$ cat src/rtl/condvec_pkg.sv
package condvec_pkg;
  localparam int FLD_BITS = 4;

  typedef enum logic [1:0] {
    ST_IDLE  = 2'd0,
    ST_RUN   = 2'd1,
    ST_WRITE = 2'd2,
    ST_DONE  = 2'd3
  } cv_state_e;

  typedef struct packed {
    logic                fld_vec;
    logic                dst_vec;
    logic [1:0]          code;
    logic [FLD_BITS-1:0] mask;
    logic [FLD_BITS-1:0] mode;
    logic                any;
  } cv_cfg_t;
endpackage

$ cat src/rtl/condvec_eval.sv
module condvec_eval
  import condvec_pkg::*;
(
  input  logic [FLD_BITS-1:0] field,
  input  logic [FLD_BITS-1:0] mask,
  input  logic [FLD_BITS-1:0] mode,
  input  logic                any,
  output logic                outcome
);
  logic [FLD_BITS-1:0] term;

  for (genvar k = 0; k < FLD_BITS; k++) begin : g_term
    assign term[k] = mask[k] & ~(mode[k] ^ field[k]);
  end

  assign outcome = any ? (|term) : (&term);
endmodule

$ cat src/rtl/condvec_slot.sv
module condvec_slot #(
  parameter int CNT_W = 7,
  parameter int POS_W = 6
) (
  input  logic [CNT_W-1:0] elem,
  input  logic             dst_vec,
  input  logic [1:0]       code,
  output logic [POS_W-1:0] pos,
  output logic             word_full,
  output logic [POS_W-1:0] lim
);
  always_comb begin
    unique case (code)
      2'd0:    lim = POS_W'(0);
      2'd1:    lim = POS_W'(1);
      2'd2:    lim = POS_W'(3);
      default: lim = POS_W'(7);
    endcase
  end

  always_comb begin
    if (dst_vec) begin
      pos       = elem[POS_W-1:0] & lim;
      word_full = ((elem[POS_W-1:0] & lim) == lim);
    end else begin
      pos       = elem[POS_W-1:0];
      word_full = 1'b0;
    end
  end
endmodule

$ cat src/rtl/condvec_accum.sv
module condvec_accum #(
  parameter int DATA_W = 64,
  parameter int POS_W  = 6
) (
  input  logic              clk,
  input  logic              rst_n,
  input  logic              clr,
  input  logic              set_en,
  input  logic [POS_W-1:0]  pos,
  input  logic              bit_in,
  output logic [DATA_W-1:0] word
);
  always_ff @(posedge clk) begin
    if (!rst_n || clr) begin
      word <= '0;
    end else if (set_en) begin
      word <= word | (DATA_W'(bit_in) << pos);
    end
  end

  // R7 a slot is only ever written once per word, so it is empty before it is set
  // slot_fresh_chk
  slot_fresh_chk: assert property (@(posedge clk) disable iff (!rst_n)
    (set_en && !clr) |-> (word[pos] == 1'b0));
endmodule

$ cat src/rtl/condvec_packer.sv
module condvec_packer
  import condvec_pkg::*;
#(
  parameter int DATA_W  = 64,
  parameter int VL_MAX  = 64,
  parameter int FIELD_W = 7,
  parameter int REG_W   = 5,
  localparam int CNT_W  = $clog2(VL_MAX + 1),
  localparam int POS_W  = $clog2(DATA_W)
) (
  input  logic               clk,
  input  logic               rst_n,
  input  logic               start,
  input  logic [CNT_W-1:0]   vl,
  input  logic [FIELD_W-1:0] base_fld,
  input  logic               fld_is_vec,
  input  logic               dst_is_vec,
  input  logic [1:0]         pack_code,
  input  logic [REG_W-1:0]   dst_reg,
  input  logic [3:0]         test_mask,
  input  logic [3:0]         test_mode,
  input  logic               any_mode,
  output logic [FIELD_W-1:0] fld_rd_idx,
  input  logic [3:0]         fld_rd_data,
  output logic               wr_valid,
  input  logic               wr_ready,
  output logic [REG_W-1:0]   wr_idx,
  output logic [DATA_W-1:0]  wr_data,
  output logic               done
);
  cv_state_e          state;
  cv_cfg_t            cfg;
  logic [CNT_W-1:0]   vl_q;
  logic [CNT_W-1:0]   elem;
  logic [FIELD_W-1:0] base_q;
  logic [REG_W-1:0]   widx_q;
  logic               last_q;

  logic               outcome;
  logic [POS_W-1:0]   pos;
  logic [POS_W-1:0]   lim;
  logic               word_full;
  logic               is_last;
  logic               run_step;
  logic               xfer;
  logic               acc_clr;
  logic [CNT_W-1:0]   vl_clamped;

  assign vl_clamped = (vl > CNT_W'(VL_MAX)) ? CNT_W'(VL_MAX) : vl;

  assign fld_rd_idx = cfg.fld_vec ? (base_q + FIELD_W'(elem)) : base_q;

  condvec_eval u_eval (
    .field   (fld_rd_data),
    .mask    (cfg.mask),
    .mode    (cfg.mode),
    .any     (cfg.any),
    .outcome (outcome)
  );

  condvec_slot #(.CNT_W(CNT_W), .POS_W(POS_W)) u_slot (
    .elem      (elem),
    .dst_vec   (cfg.dst_vec),
    .code      (cfg.code),
    .pos       (pos),
    .word_full (word_full),
    .lim       (lim)
  );

  assign run_step = (state == ST_RUN);
  assign is_last  = (elem == vl_q - CNT_W'(1));
  assign wr_valid = (state == ST_WRITE);
  assign xfer     = wr_valid && wr_ready;
  assign done     = (state == ST_DONE);
  assign wr_idx   = widx_q;
  assign acc_clr  = xfer || (state == ST_IDLE);

  condvec_accum #(.DATA_W(DATA_W), .POS_W(POS_W)) u_acc (
    .clk    (clk),
    .rst_n  (rst_n),
    .clr    (acc_clr),
    .set_en (run_step),
    .pos    (pos),
    .bit_in (outcome),
    .word   (wr_data)
  );

  always_ff @(posedge clk) begin
    if (!rst_n) begin
      state  <= ST_IDLE;
      cfg    <= '0;
      vl_q   <= '0;
      elem   <= '0;
      base_q <= '0;
      widx_q <= '0;
      last_q <= 1'b0;
    end else begin
      unique case (state)
        ST_IDLE: begin
          if (start) begin
            cfg.fld_vec <= fld_is_vec;
            cfg.dst_vec <= dst_is_vec;
            cfg.code    <= pack_code;
            cfg.mask    <= test_mask;
            cfg.mode    <= test_mode;
            cfg.any     <= any_mode;
            vl_q        <= vl_clamped;
            base_q      <= base_fld;
            widx_q      <= dst_reg;
            elem        <= '0;
            last_q      <= 1'b0;
            state       <= (vl_clamped == '0) ? ST_DONE : ST_RUN;
          end
        end
        ST_RUN: begin
          elem <= elem + CNT_W'(1);
          if (is_last || word_full) begin
            last_q <= is_last;
            state  <= ST_WRITE;
          end
        end
        ST_WRITE: begin
          if (wr_ready) begin
            widx_q <= widx_q + REG_W'(1);
            state  <= last_q ? ST_DONE : ST_RUN;
          end
        end
        default: state <= ST_IDLE;
      endcase
    end
  end

  // R9 a held write keeps its contents
  // hold_stable_chk
  hold_stable_chk: assert property (@(posedge clk) disable iff (!rst_n)
    (wr_valid && !wr_ready) |=> (wr_valid && $stable(wr_data) && $stable(wr_idx)));

  // R10 done lasts a single cycle
  // done_pulse_chk
  done_pulse_chk: assert property (@(posedge clk) disable iff (!rst_n)
    done |=> !done);

  // R10 done only follows a transfer or an empty run
  // done_after_xfer_chk
  done_after_xfer_chk: assert property (@(posedge clk) disable iff (!rst_n)
    $rose(done) |-> ($past(xfer) || ($past(state) == ST_IDLE)));

  // R5 bits above the packing width are zero on a vector destination
  // upper_zero_chk
  upper_zero_chk: assert property (@(posedge clk) disable iff (!rst_n)
    (wr_valid && cfg.dst_vec) |-> ((wr_data >> (lim + POS_W'(1))) == '0));

  // R8 the element counter never passes the latched length
  // elem_bound_chk
  elem_bound_chk: assert property (@(posedge clk) disable iff (!rst_n)
    (state != ST_IDLE) |-> (elem <= vl_q && vl_q <= CNT_W'(VL_MAX)));
endmodule

$ cat config.mk
export PLATFORM = sky130hd
export DESIGN_NAME = condvec_packer
export DESIGN_NICKNAME = d
export VERILOG_FILES = /design/src/rtl/condvec_pkg.sv /design/src/rtl/condvec_eval.sv /design/src/rtl/condvec_slot.sv /design/src/rtl/condvec_accum.sv /design/src/rtl/condvec_packer.sv
export SDC_FILE = /design/constraint.sdc
export NUM_CORES = 1
export LEC_CHECK = 0
export BUFFER_PORTS_ARGS = -buffer_cell sky130_fd_sc_hd__buf_2
export CORE_MARGIN = 1
export CORE_UTILIZATION = 58
export DETAILED_ROUTE_END_ITERATION = 8
export PLACE_DENSITY_LB_ADDON = 0.08
export SYNTH_ARGS = -nofsm -noshare
export SYNTH_HDL_FRONTEND = slang
export SYNTH_SLANG_ARGS = --single-unit
$ cat constraint.sdc
create_clock -name clk -period 6.36 [get_ports clk]
set_input_delay 1.272 -clock clk [delete_from_list [all_inputs] [get_ports clk]]
set_output_delay 1.272 -clock clk [all_outputs]
set_load 0.01 [all_outputs]
# Word-level counts from Yosys, hierarchy flattened

Cells that the tools add are included.

Word-level logic and storage cells: 80
Bits of input ports: 40
Output and inout bits: 78
Register bits after elaboration: 106

Multiplexer cells: 20
Add/subtract/negate cells: 4
Reductions and logical operators: 17
Bitwise gates (word level): 14
Shift-type cells: 1
Magnitude comparators: 1
Equal/unequal tests: 10

Operators by type and width:

| operator              | count |
|---|---|
| $or A64 B64 Y64       | 1 |
| $shl A1 B6 Y64        | 1 |
| $mux W7               | 3 |
| $pmux W7 S2           | 1 |
| $mux W2               | 5 |
| $mux W5               | 2 |
| $pmux W5 S2           | 1 |
| $pmux W3 S3           | 1 |
| $reduce_and A3 Y1     | 3 |
| $add A7 B1 Y7 const B | 1 |
| $add A7 B7 Y7         | 1 |
| $eq A7 B7 Y1          | 1 |
| $gt A7 B7 Y1 const B  | 1 |
| $logic_not A7 Y1      | 1 |
| $sub A7 B1 Y7 const B | 1 |
| $and A6 B3 Y6         | 1 |
| $eq A2 B2 Y1 const B  | 3 |
| $eq A6 B3 Y1          | 1 |
| $mux W6               | 1 |
| $pmux W2 S3           | 1 |
| $add A5 B1 Y5 const B | 1 |
| $and A1 B1 Y1         | 4 |
| $eq A2 B1 Y1 const B  | 2 |
| $logic_not A2 Y1      | 2 |
| 13 further kinds      | 27 |

# Depth between registers and ports, before layout

Depth after elaboration: 8
Mapped depth: 9
Mapped depth without buffers: 9

# Modules after synthesis

From an unflattened synthesis, not the netlist that was laid out.

Cells, all modules: 567
Area, all modules: 4917.2 µm²

By module, submodules not included:

| module         | instances | area each (µm²) | cells an instance | sequential area each (µm²) |
|---|---|---|---|---|
| condvec_packer | 1         | 2404.8          | 304               | 840.8 |
| condvec_accum  | 1         | 2318.5          | 232               | 1281.2 |
| condvec_slot   | 1         | 117.6           | 19                | 0.0 |
| condvec_eval   | 1         | 76.3            | 12                | 0.0 |

# Worst setup path after synthesis

OpenSTA, ideal clock, no wires.

Kind: reg-to-output
Start: register elem[1]
End: output fld_rd_idx[6]
Data required time: 5.088 ns
Setup slack: 3.147 ns
Arrival: 1.941 ns
Stages on the path, launching flop included: 10
Buffers on the path: 1
Path through: dfxtp_1 buf_2 inv_1 fa_1 nor2b_1 o21ai_0 a21boi_1 nor4_1 a311oi_1 xnor2_1

Cells in the longest elaborated chain, start to end: 2

RTL lines:

| element                | RTL line              | RTL |
|---|---|---|
| from (decl)            | condvec_packer.sv:34  | `logic [CNT_W-1:0] elem;` |
| from (signal assigned) | condvec_packer.sv:116 | `elem <= elem + CNT_W'(1);` |
| $add A7 B7 Y7          | condvec_packer.sv:51  | `assign fld_rd_idx = cfg.fld_vec ? (base_q + FIELD_W'(elem)) : base_q;` |
| $mux W7                | condvec_packer.sv:51  |  |
| to (decl)              | condvec_packer.sv:23  | `output logic [FIELD_W-1:0] fld_rd_idx,` |

No other way between the ends.

# Final worst setup path

Start: register elem[0]
End: output fld_rd_idx[6]

Same word-level chain as after synthesis.

==> impl_summary.log <==
INFO  metric synth_compound_area_share = a little over a fifth
INFO  metric initial_utilization = between 50 and 60%
INFO  metric drc_errors = 0
INFO  metric wire_length_of_the_first_global_routing_pass = approximately 18 mm
INFO  metric postSynth.topFlopCell = sky130_fd_sc_hd__dfxtp_1
INFO  metric max-cap-violations = 0
INFO  metric timing.setup.critical_path_class = reg -> out
INFO  metric setup-tns-final = 0 ns
INFO  metric postSynthRegisterBits = 106
INFO  metric p_per_area = 243.9 nW/µm²
INFO  metric synth_edf_count = 0
INFO  metric peak_vdd_ir = 0.1373 mV
INFO  metric post_synth_instance_area = between 4000 and 5000 µm²
INFO  metric clockBufferDepth = 2
INFO  metric ys_types = between 50 and 60
INFO  metric synth.top_cells.by_area = sky130_fd_sc_hd__dfxtp_1 44%, sky130_fd_sc_hd__nand2_1 7.5%, sky130_fd_sc_hd__nor2_1 5.2%, sky130_fd_sc_hd__a21boi_0 4.5%, sky130_fd_sc_hd__a21oi_1 3.8%
INFO  metric dpl.hpwl = 7.915 mm
INFO  metric min_path_cells = 2
INFO  metric timing.clock.skew = about 0.013 ns
INFO  metric timing_hold_violations_final = 0
INFO  metric grt_antenna_before_repair = 0
INFO  metric syn-instance-count = 584
INFO  metric worst_setup_hold_path_clk_slew = ~0.11 ns
INFO  metric worst_pin_slew = 1.149 ns
INFO  metric synth_mux_area_share = 1.778%
INFO  metric clkSinkCount = approximately 110
INFO  metric fraction_of_final_layout_cells_sized_beyond_drive_strength_1 = 22.21%
INFO  metric setup-violations-final = 0
INFO  metric timing.final.max_slew_violations = 0
INFO  metric post_synth_fa_ha_maj_area_fraction = under 10%
INFO  metric track_usage = a little over a quarter
INFO  metric synth.yosys.warnings = 0
INFO  metric postSynthNetCount = 634
INFO  metric detail_routed_via_count_per_cell = ~5.6
INFO  metric hold_path.class = reg -> reg
INFO  metric die_width = 93.50 µm
INFO  metric post_synth_xor_area_fraction = under 10%
INFO  metric grt_setup_unrepaired = no
INFO  metric cts_root_buf = sky130_fd_sc_hd__clkbuf_8
INFO  metric grt_pass1_vias = approximately 3900
INFO  metric cts_resized = 0
INFO  metric drt_iter0_markers = roughly 220
INFO  metric period_needed = approximately 4 ns
INFO  metric rows = 33
INFO  metric finish.net_count = ~730
INFO  metric dieArea = between 8000 and 9000 µm²
INFO  metric crit_arrival = ~2.8 ns
INFO  metric maximum_number_of_pins_on_one_net_before_global_route_repair = 48
INFO  metric path_max_fanout = 14
INFO  metric top_level_port_count = about 120
INFO  metric holdWs = 0.4529 ns
INFO  metric synth_top_area_share = between 40% and 50%
INFO  metric via_count = between 4000 and 5000
INFO  metric cts_tree = yes
INFO  metric total_power_draw = roughly 1400 µW
INFO  metric post_cts_hold_buffer_count = 0
INFO  metric synth_simple_gate_area_share = between 20% and 30%
INFO  metric synth.yosys.seq_area_share = 43.70%
INFO  metric route.detailed.wl_per_inst = between 10 and 15 µm
INFO  metric hp-start = u_acc.word[30]
INFO  metric drtAntennaViolNets = 0
INFO  metric crit_start = elem[0]
INFO  metric floorplan.core_area = roughly 8200 µm²
INFO  metric cts_inserted_buffers = 9
INFO  metric worstPathRequired = slightly above 5 ns
INFO  metric final.period_utilization = 64.20%
INFO  metric area_growth_syn_to_layout = 14.84%
INFO  metric finalWeightedCongestion = around 0.81
INFO  metric dr.pass1.iters = 5
INFO  metric async_flop_share = 0%
INFO  metric avgSynthCellArea = about 8.3 µm²
INFO  metric worstSetupEndpointType = output port
INFO  metric post-synth-top-area-cell = sky130_fd_sc_hd__dfxtp_1
INFO  metric leakage = 0.002321 µW
INFO  metric floorplan.die.height = 93.50 µm
INFO  metric fmax = approximately 0.24 GHz
INFO  metric grt-ovfl-total = 0
INFO  metric synth_top_family_by_area = simple AND/OR/NAND/NOR gates
INFO  metric drt_wl_total = approximately 11 mm
INFO  metric reg2regPathDepth = 6
INFO  metric antenna_cells_inserted = 0
INFO  metric normalized_max_slew_margin = about a quarter
INFO  metric htree_levels = 3
INFO  metric place.port_buffers = 117
INFO  metric rr_startpoint = cfg[4]
INFO  metric kind_of_start_point_of_the_critical_path = flop
INFO  metric cts_setup_buffers = 0
INFO  metric run_status = completed
INFO  metric clock_latency = ~0.37 ns
-- metrics by stage --
stage	cell area (µm²)	setup slack [ns]	util [%]	instances
after floorplan	4856	3.147	-	584
after global placement	5389	2.622	65.92	769
after detailed placement	5389	2.540	65.92	769
after CTS	5577	2.288	68.21	785
after global routing	5577	2.073	68.21	785
final	5577	2.277	68.21	785
-- layer usage --
| metal | vias up | wire length [µm] | global-route usage [%] |
|---|---|---|---|
| met3 | 14 | 568 | 4.065 |
| met5 | - | 0 | 0 |
| li1 | 2198 | - | - |
| met4 | 0 | 183 | 9.487 |
| met1 | 2037 | 5308 | 37.29 |
| met2 | 134 | 5072 | 40.99 |
-- registers in the layout, summed over array words and instances (netlist names) --
register / count
vl_q: 7
u_acc.word: 64
elem: 7
cfg: 13
wr_idx: 5
last_q: 1
base_q: 7
state: 2
-- path summary, 6_finish.rpt --
path                     to  slack, ns
max           fld_rd_idx[6]       2.28
min reg2reg  u_acc.word[30]       0.45
max reg2reg  u_acc.word[56]       3.68
min          u_acc.word[30]       0.45
-- cell usage after synthesis, types with 3 or more instances --
library cell and number:
sky130_fd_sc_hd__dfxtp_1 106, sky130_fd_sc_hd__xnor2_1 11, sky130_fd_sc_hd__and2_1 9, sky130_fd_sc_hd__a21boi_1 3, sky130_fd_sc_hd__o21ai_1 16, sky130_fd_sc_hd__nand3_1 12
sky130_fd_sc_hd__nor2b_1 10, sky130_fd_sc_hd__a31oi_1 13, sky130_fd_sc_hd__ha_1 9, sky130_fd_sc_hd__clkbuf_1 26, sky130_fd_sc_hd__a21boi_0 29, sky130_fd_sc_hd__mux2i_1 3
sky130_fd_sc_hd__a22o_1 17, sky130_fd_sc_hd__nand4_1 4, sky130_fd_sc_hd__nor2_1 67, sky130_fd_sc_hd__o21ai_0 19, sky130_fd_sc_hd__mux2_2 5, sky130_fd_sc_hd__buf_2 4
sky130_fd_sc_hd__nor3_1 8, sky130_fd_sc_hd__o21a_1 3, sky130_fd_sc_hd__inv_1 11, sky130_fd_sc_hd__buf_1 4, sky130_fd_sc_hd__nand2b_1 6, sky130_fd_sc_hd__or3_1 4
sky130_fd_sc_hd__a21oi_1 37, sky130_fd_sc_hd__clkbuf_8 4, sky130_fd_sc_hd__nand2_1 97, sky130_fd_sc_hd__nand3b_1 7
-- report_power, final --
group | total, µW | internal, µW | switching (µW)
clock network | 401 | 153 | 247
registers | 727 | 690 | 36.6
logic | 233 | 87.6 | 145
-- cell usage in the layout (no fill, tap or decap), drive strengths merged, types with 12 or more instances in the layout --
master / netlist / final
buf: 10 / 120
dfxtp: 106 / 106
nand2: 97 / 97
nor2: 69 / 69
a21oi: 37 / 37
o21ai: 35 / 35
a21boi: 32 / 32
a22o: 17 / 17
inv: 11 / 14
a31oi: 13 / 13
nand3: 12 / 12
-- worst max-delay path, cell delays in order (launching register included) --
cell and delay, ns:
sky130_fd_sc_hd__dfxtp_1 0.63, sky130_fd_sc_hd__ha_1 0.25, sky130_fd_sc_hd__inv_1 0.05, sky130_fd_sc_hd__fa_1 0.39, sky130_fd_sc_hd__nor2b_1 0.12, sky130_fd_sc_hd__o21ai_0 0.10
sky130_fd_sc_hd__a21boi_1 0.25, sky130_fd_sc_hd__nor4_1 0.08, sky130_fd_sc_hd__a311oi_1 0.26, sky130_fd_sc_hd__xnor2_1 0.16, sky130_fd_sc_hd__buf_2 0.15
-- cell type report --
class	instances	area [µm²]
fillers	717	2599
multi-input cells	427	2486
flip-flops and latches	106	2122
repair buffers	120	608.1
well taps	105	131.4
clock buffers	10	127.6
clock inverters	6	60.06
inverters	11	41.29
-- cell families after synthesis --
logic type                 after synthesis
and+or+nand+nor                        239
AOI/OAI and AO/OA                      157
DFF                                    106
buffers and inverters                   51
xor gates and xnor gates                13
adders and majority gates               10
muxes                                    8
Power figures use the tool's default switching activity.
